File: config.mk
export PLATFORM = sky130hd
export DESIGN_NAME = eaddr_unit
export DESIGN_NICKNAME = d
export VERILOG_FILES = /design/src/rtl/eaddr_pkg.sv /design/src/rtl/eaddr_regfile.sv /design/src/rtl/eaddr_disp_ext.sv /design/src/rtl/eaddr_scaler.sv /design/src/rtl/eaddr_unit.sv
export SDC_FILE = /design/constraint.sdc
export NUM_CORES = 1
export LEC_CHECK = 0
export CORE_UTILIZATION = 45
export DETAILED_ROUTE_END_ITERATION = 12
export DONT_BUFFER_PORTS = 1
export MAX_ROUTING_LAYER = met4
export PLACE_DENSITY = 0.56
export SYNTH_ARGS = -nofsm -noshare
export SYNTH_HDL_FRONTEND = slang
export SYNTH_HIERARCHICAL = 1
export SYNTH_SLANG_ARGS = --single-unit
File: constraint.sdc
create_clock -name clk -period 10.5 [get_ports clk]
set_input_delay 0.525 -clock clk [delete_from_list [all_inputs] [get_ports clk]]
set_output_delay 0.525 -clock clk [all_outputs]
set_load 0.03 [all_outputs]
File: src/rtl/eaddr_pkg.sv
package eaddr_pkg;
  localparam int ADDR_W  = 32;
  localparam int NARROW_W = 16;
  localparam int SHORT_W = 8;
  localparam int NREGS   = 8;
  localparam int SEL_W   = $clog2(NREGS);
  localparam int SCALE_W = 2;

  typedef enum logic [1:0] {
    EA_BASED      = 2'd0,
    EA_INDEXED    = 2'd1,
    EA_BIX_SCALED = 2'd2,
    EA_BIX_PLAIN  = 2'd3
  } ea_mode_e;
endpackage

File: src/rtl/eaddr_regfile.sv
module eaddr_regfile #(
  parameter int DW    = 32,
  parameter int DEPTH = 8,
  localparam int SW   = $clog2(DEPTH)
) (
  input  logic          clk,
  input  logic          rst,
  input  logic          we,
  input  logic [SW-1:0] wsel,
  input  logic [DW-1:0] wdata,
  input  logic [SW-1:0] rsel_a,
  input  logic [SW-1:0] rsel_b,
  output logic [DW-1:0] rdata_a,
  output logic [DW-1:0] rdata_b
);
  logic [DW-1:0] store [DEPTH];

  // Write-only process, no reset, so the array maps to distributed RAM.
  always_ff @(posedge clk) begin
    if (we) store[wsel] <= wdata;
  end

  // Asynchronous reads: a write this cycle lands after the edge.
  assign rdata_a = store[rsel_a];
  assign rdata_b = store[rsel_b];

  AST_WRITE_LANDS: assert property (@(posedge clk) disable iff (rst)
    we |=> store[$past(wsel)] == $past(wdata));
endmodule

File: src/rtl/eaddr_disp_ext.sv
module eaddr_disp_ext #(
  parameter int DW  = 32,
  parameter int SW  = 8,
  parameter int MW  = 16
) (
  input  logic [DW-1:0] disp_i,
  input  logic          wide_i,
  input  logic          a32_i,
  output logic [DW-1:0] ext_o
);
  logic [DW-1:0] short_ext;
  logic [DW-1:0] mid_ext;

  assign short_ext = {{(DW-SW){disp_i[SW-1]}}, disp_i[SW-1:0]};
  assign mid_ext   = {{(DW-MW){disp_i[MW-1]}}, disp_i[MW-1:0]};

  always_comb begin
    if (!wide_i)     ext_o = short_ext;
    else if (a32_i)  ext_o = disp_i;
    else             ext_o = mid_ext;
  end

  always_comb begin
    AST_SHORT_SIGN: assert (wide_i || ext_o[DW-1:SW] == {(DW-SW){ext_o[SW-1]}});
  end
endmodule

File: src/rtl/eaddr_scaler.sv
module eaddr_scaler #(
  parameter int DW = 32,
  parameter int CW = 2
) (
  input  logic [DW-1:0] idx_i,
  input  logic [CW-1:0] code_i,
  input  logic          a32_i,
  input  logic          plain_i,
  output logic [DW-1:0] scaled_o
);
  localparam int NFACT = 1 << CW;

  logic [DW-1:0] shifted [NFACT];
  logic [CW-1:0] eff_code;

  genvar g;
  generate
    for (g = 0; g < NFACT; g++) begin : g_shift
      assign shifted[g] = idx_i << g;
    end
  endgenerate

  // Scaling only applies to 32-bit addressing and the scaled modes.
  assign eff_code = (a32_i && !plain_i) ? code_i : '0;
  assign scaled_o = shifted[eff_code];
endmodule

File: src/rtl/eaddr_unit.sv
module eaddr_unit
  import eaddr_pkg::*;
(
  input  logic                clk,
  input  logic                rst,
  input  logic                req_valid,
  input  logic [1:0]          req_mode,
  input  logic [SEL_W-1:0]    req_base_sel,
  input  logic [SEL_W-1:0]    req_index_sel,
  input  logic [SCALE_W-1:0]  req_scale,
  input  logic [ADDR_W-1:0]   req_disp,
  input  logic                req_disp_wide,
  input  logic                req_addr32,
  input  logic                wr_en,
  input  logic [SEL_W-1:0]    wr_sel,
  input  logic [ADDR_W-1:0]   wr_data,
  output logic                ea_valid,
  output logic [ADDR_W-1:0]   ea_addr
);
  ea_mode_e          mode;
  logic [ADDR_W-1:0] base_rd, idx_rd;
  logic [ADDR_W-1:0] disp_ext, idx_scaled;
  logic [ADDR_W-1:0] base_term, idx_term;
  logic [ADDR_W-1:0] raw_sum, sum_fit;

  assign mode = ea_mode_e'(req_mode);

  eaddr_regfile #(.DW(ADDR_W), .DEPTH(NREGS)) u_regs (
    .clk     (clk),
    .rst     (rst),
    .we      (wr_en),
    .wsel    (wr_sel),
    .wdata   (wr_data),
    .rsel_a  (req_base_sel),
    .rsel_b  (req_index_sel),
    .rdata_a (base_rd),
    .rdata_b (idx_rd)
  );

  eaddr_disp_ext #(.DW(ADDR_W), .SW(SHORT_W), .MW(NARROW_W)) u_disp (
    .disp_i (req_disp),
    .wide_i (req_disp_wide),
    .a32_i  (req_addr32),
    .ext_o  (disp_ext)
  );

  eaddr_scaler #(.DW(ADDR_W), .CW(SCALE_W)) u_scale (
    .idx_i    (idx_rd),
    .code_i   (req_scale),
    .a32_i    (req_addr32),
    .plain_i  (mode == EA_BIX_PLAIN),
    .scaled_o (idx_scaled)
  );

  assign base_term = (mode == EA_INDEXED) ? '0 : base_rd;
  assign idx_term  = (mode == EA_BASED)   ? '0 : idx_scaled;
  assign raw_sum   = base_term + idx_term + disp_ext;
  assign sum_fit   = req_addr32 ? raw_sum
                                : {{(ADDR_W-NARROW_W){1'b0}}, raw_sum[NARROW_W-1:0]};

  always_ff @(posedge clk) begin
    if (rst) begin
      ea_valid <= 1'b0;
      ea_addr  <= '0;
    end else begin
      ea_valid <= req_valid;
      if (req_valid) ea_addr <= sum_fit;
    end
  end

  AST_VALID_FOLLOWS: assert property (@(posedge clk) disable iff (rst)
    ea_valid |-> $past(req_valid));

  AST_IDLE_HOLD: assert property (@(posedge clk) disable iff (rst)
    (!ea_valid && !$past(rst)) |-> $stable(ea_addr));

  AST_NARROW_UPPER_ZERO: assert property (@(posedge clk) disable iff (rst)
    (ea_valid && !$past(req_addr32)) |-> ea_addr[ADDR_W-1:NARROW_W] == '0);

  AST_NARROW_UNSCALED: assert property (@(posedge clk) disable iff (rst)
    !req_addr32 |-> idx_scaled == idx_rd);
endmodule

==> results.json <==
{
  "status": "complete, no violations",
  "ys_warn_count": 6,
  "arrival_ps": 5550,
  "areaGrowthSynthToFinish_pct": 6.94,
  "netlist_area_sq_um": 17300,
  "dieArea_sq_um": 39300,
  "htree_levels": 1,
  "grt_use_met3_pct": 4.53,
  "nFillCells": 3192,
  "worstSetupEndpointType": "register",
  "r2r_start": "u_regs/store[3][1]$_DFFE_PP_",
  "cts_resized": 0,
  "ys_ff_latch": 289,
  "cts_hold_buf": 1,
  "synth_edf_count": 256,
  "fin_skew_ps": 22.4,
  "power_density_nw_per_um2": 179,
  "insertion_delay_ps": 590,
  "tns_ps": 0,
  "clockBufferDepth": 3,
  "clock.fmax_mhz": 196,
  "hp-class": "in2reg",
  "synth.area.top_cells": "edfxtp_1 44%, mux4_1 12%, mux4_2 6.2%",
  "drc_errors": 0,
  "yosys.area.top_type": "edfxtp_1",
  "ys_async_sr_fraction_pct": 0,
  "r2r_slack_ps": 5400,
  "rsz0062_at_grt": "no",
  "grt.overflow.total": 0,
  "hold_depth": 0,
  "final_common_cell": "edfxtp_1",
  "grt.met2_usage_pct": 35.2,
  "cts-root-buf": "clkbuf_16",
  "holdWs_ps": 30.4,
  "post_cts_buffers": 0,
  "drive_above_1_share_pct": 19.5,
  "pin_count": 116,
  "reg2reg_to": "ea_addr[25]$_SDFFE_PP0P_",
  "dpl.hpwl_um": 26700,
  "antenna_found_initial": 3,
  "grt_first_pass_wirelength_um": 62600,
  "die_h_um": 198,
  "clkTransAtPathRegs_ps": 70,
  "use_met1_pct": 29.2,
  "dr.first_iter.drc_count": 668,
  "fin_ws_ps": 5400,
  "worstRegToRegCells": 16,
  "first_pass_iters": 5,
  "ant_nets": 0,
  "path_class": "reg2reg",
  "viasPerCell": 6.10,
  "gp_congestion": 0.860,
  "finalCriticalPeriod_ps": 5100,
  "fin_crit_sh_pct": 48.6,
  "avgSynthCellArea_sq_um": 14.8,
  "syn_nets": 1316,
  "synth_top_area_share_pct": 44.4,
  "cts_buffers": 30,
  "hold_viol_final": 0,
  "max-vdd-ir-drop_uv": 125,
  "drv_cap": 0,
  "initial_utilization_pct": 45.8,
  "post_drt_wl_per_cell_um": 25.2,
  "synth_cell_type_count": 71,
  "core_sq_um": 37800,
  "fin_nets": 1268,
  "drv_slew": 0,
  "relSlewSlack_pct": 47.3,
  "worstPathMaxFanout": 4,
  "setup_viol": 0,
  "grt-busiest-layer": "met2",
  "grt_usage_pct": 22.1,
  "postSynthCellCount": 1171,
  "placementRows": 71,
  "cts_sinks": 289,
  "synthFlopType": "edfxtp_1",
  "place_ws_ps": 5190,
  "cts_tree": "yes",
  "cp-start-kind": "register",
  "min_to": "u_regs/store[6][6]$_DFFE_PP_",
  "chipWidth_um": 198,
  "min-delay-start": "wr_data[6]",
  "ys_seq_area_share_pct": 48.2,
  "leakagePower_nw": 6.38,
  "io_buffers": 0,
  "routed_wirelength_um": 41700,
  "critical_path_required_ps": 10940,
  "grt_pass1_vias": 10400,
  "tightest_slew_ps": 771,
  "grt_max_degree": 65,
  "via_count": 10100,
  "layout_common_cells": "256 x edfxtp_1, 90 x mux2_2, 80 x mux4_1, 71 x nand2_1"
}
[cell type report]
cell class,count,area (sq um),area share (%)
Clock inverter,19,214,1.16
Multi-Input combinational cell,772,8380,45.3
Antenna cell,2,5.00,0.0270
Timing Repair Buffer,13,100,0.541
Clock buffer,33,762,4.12
Sequential cell,289,8350,45.1
Tap cell,511,639,3.45
Inverter,17,63.8,0.345
[flip-flops by register name, summed over array words and instances (netlist names)]
register,flops
ea_addr,32
ea_valid,1
u_regs/store,256
[routing by layer]
layer  up-vias  part of all wire, %
met2       261                   47
li1       4645                    -
met3        57                  6.1
met4         0                  2.0
met5         -                    0
met1      5135                   45
[worst max-delay path, cell delays in order, from the launching register on]
cell and delay (ps):
edfxtp_1 380, mux4_1 500, mux2_2 310, nor2b_1 150, a31oi_1 130, o21ai_0 90, nor2b_1 150, fa_1 470
ha_1 230, fa_1 470, a21oi_1 230, o2111ai_1 220, a2111oi_0 770, o21ai_1 360, a41oi_2 280, xnor2_1 150
o21ai_1 80
[cells by family (layout without fill, tap and decap cells)]
| logic type | Yosys count | in the layout | share of synthesized area [%] |
|---|---|---|---|
| AOI/OAI and AO/OA | 228 | 228 | 9.13 |
| xor gates and xnor gates | 28 | 28 | 1.42 |
| adders and majority gates | 62 | 62 | 5.87 |
| buffers and inverters | 110 | 82 | 3.70 |
| DFF | 289 | 289 | 48.2 |
| muxes | 231 | 231 | 25.0 |
| other | 0 | 2 | 0 |
| and+or+nand+nor | 223 | 223 | 6.66 |
[metrics by stage]
step,instance area (sq um),power [W],utilization (%),cells
after floorplan,17300,0.00212,-,1171
after global placement,17500,0.00227,46.4,1601
after detailed placement,17500,0.00227,46.4,1601
after CTS,18500,0.00333,49.0,1654
after global routing,18500,0.00347,49.0,1654
final,18500,0.00331,49.0,1656
[worst max-delay path by stage]
stage	slack [ps]	to	cells past startpoint	start
finish	5400	ea_addr[25]$_SDFFE_PP0P_	16	u_regs/store[3][1]$_DFFE_PP_
global placement	5270	ea_addr[25]$_SDFFE_PP0P_	16	req_index_sel[0]
CTS	5420	ea_addr[25]$_SDFFE_PP0P_	16	u_regs/store[3][1]$_DFFE_PP_
global route	5180	ea_addr[25]$_SDFFE_PP0P_	16	u_regs/store[3][1]$_DFFE_PP_
floorplan	5800	ea_addr[25]$_SDFFE_PP0P_	18	req_index_sel[0]
detailed placement	5190	ea_addr[25]$_SDFFE_PP0P_	16	req_index_sel[0]
[power breakdown]
part	switching (W)	total [W]	internal, W
logic	0.000456	0.000835	0.000379
registers	0.0000974	0.00142	0.00132
clock network	0.000437	0.00106	0.000619
[cell usage after synthesis (12+ instances only)]
library cell / number
buf_1: 14
mux2_2: 90
mux4_2: 48
inv_1: 17
buf_2: 25
buf_6: 18
nor2_1: 37
mux2i_1: 13
nand2_1: 71
o21ai_0: 27
a21o_1: 12
fa_1: 32
ha_1: 30
mux4_1: 80
clkbuf_1: 23
buf_4: 12
and2_1: 33
xnor2_1: 17
edfxtp_1: 256
a21oi_1: 53
nor2b_1: 35
dfxtp_1: 33
o22ai_1: 53
Power figures use the tool's default switching activity.
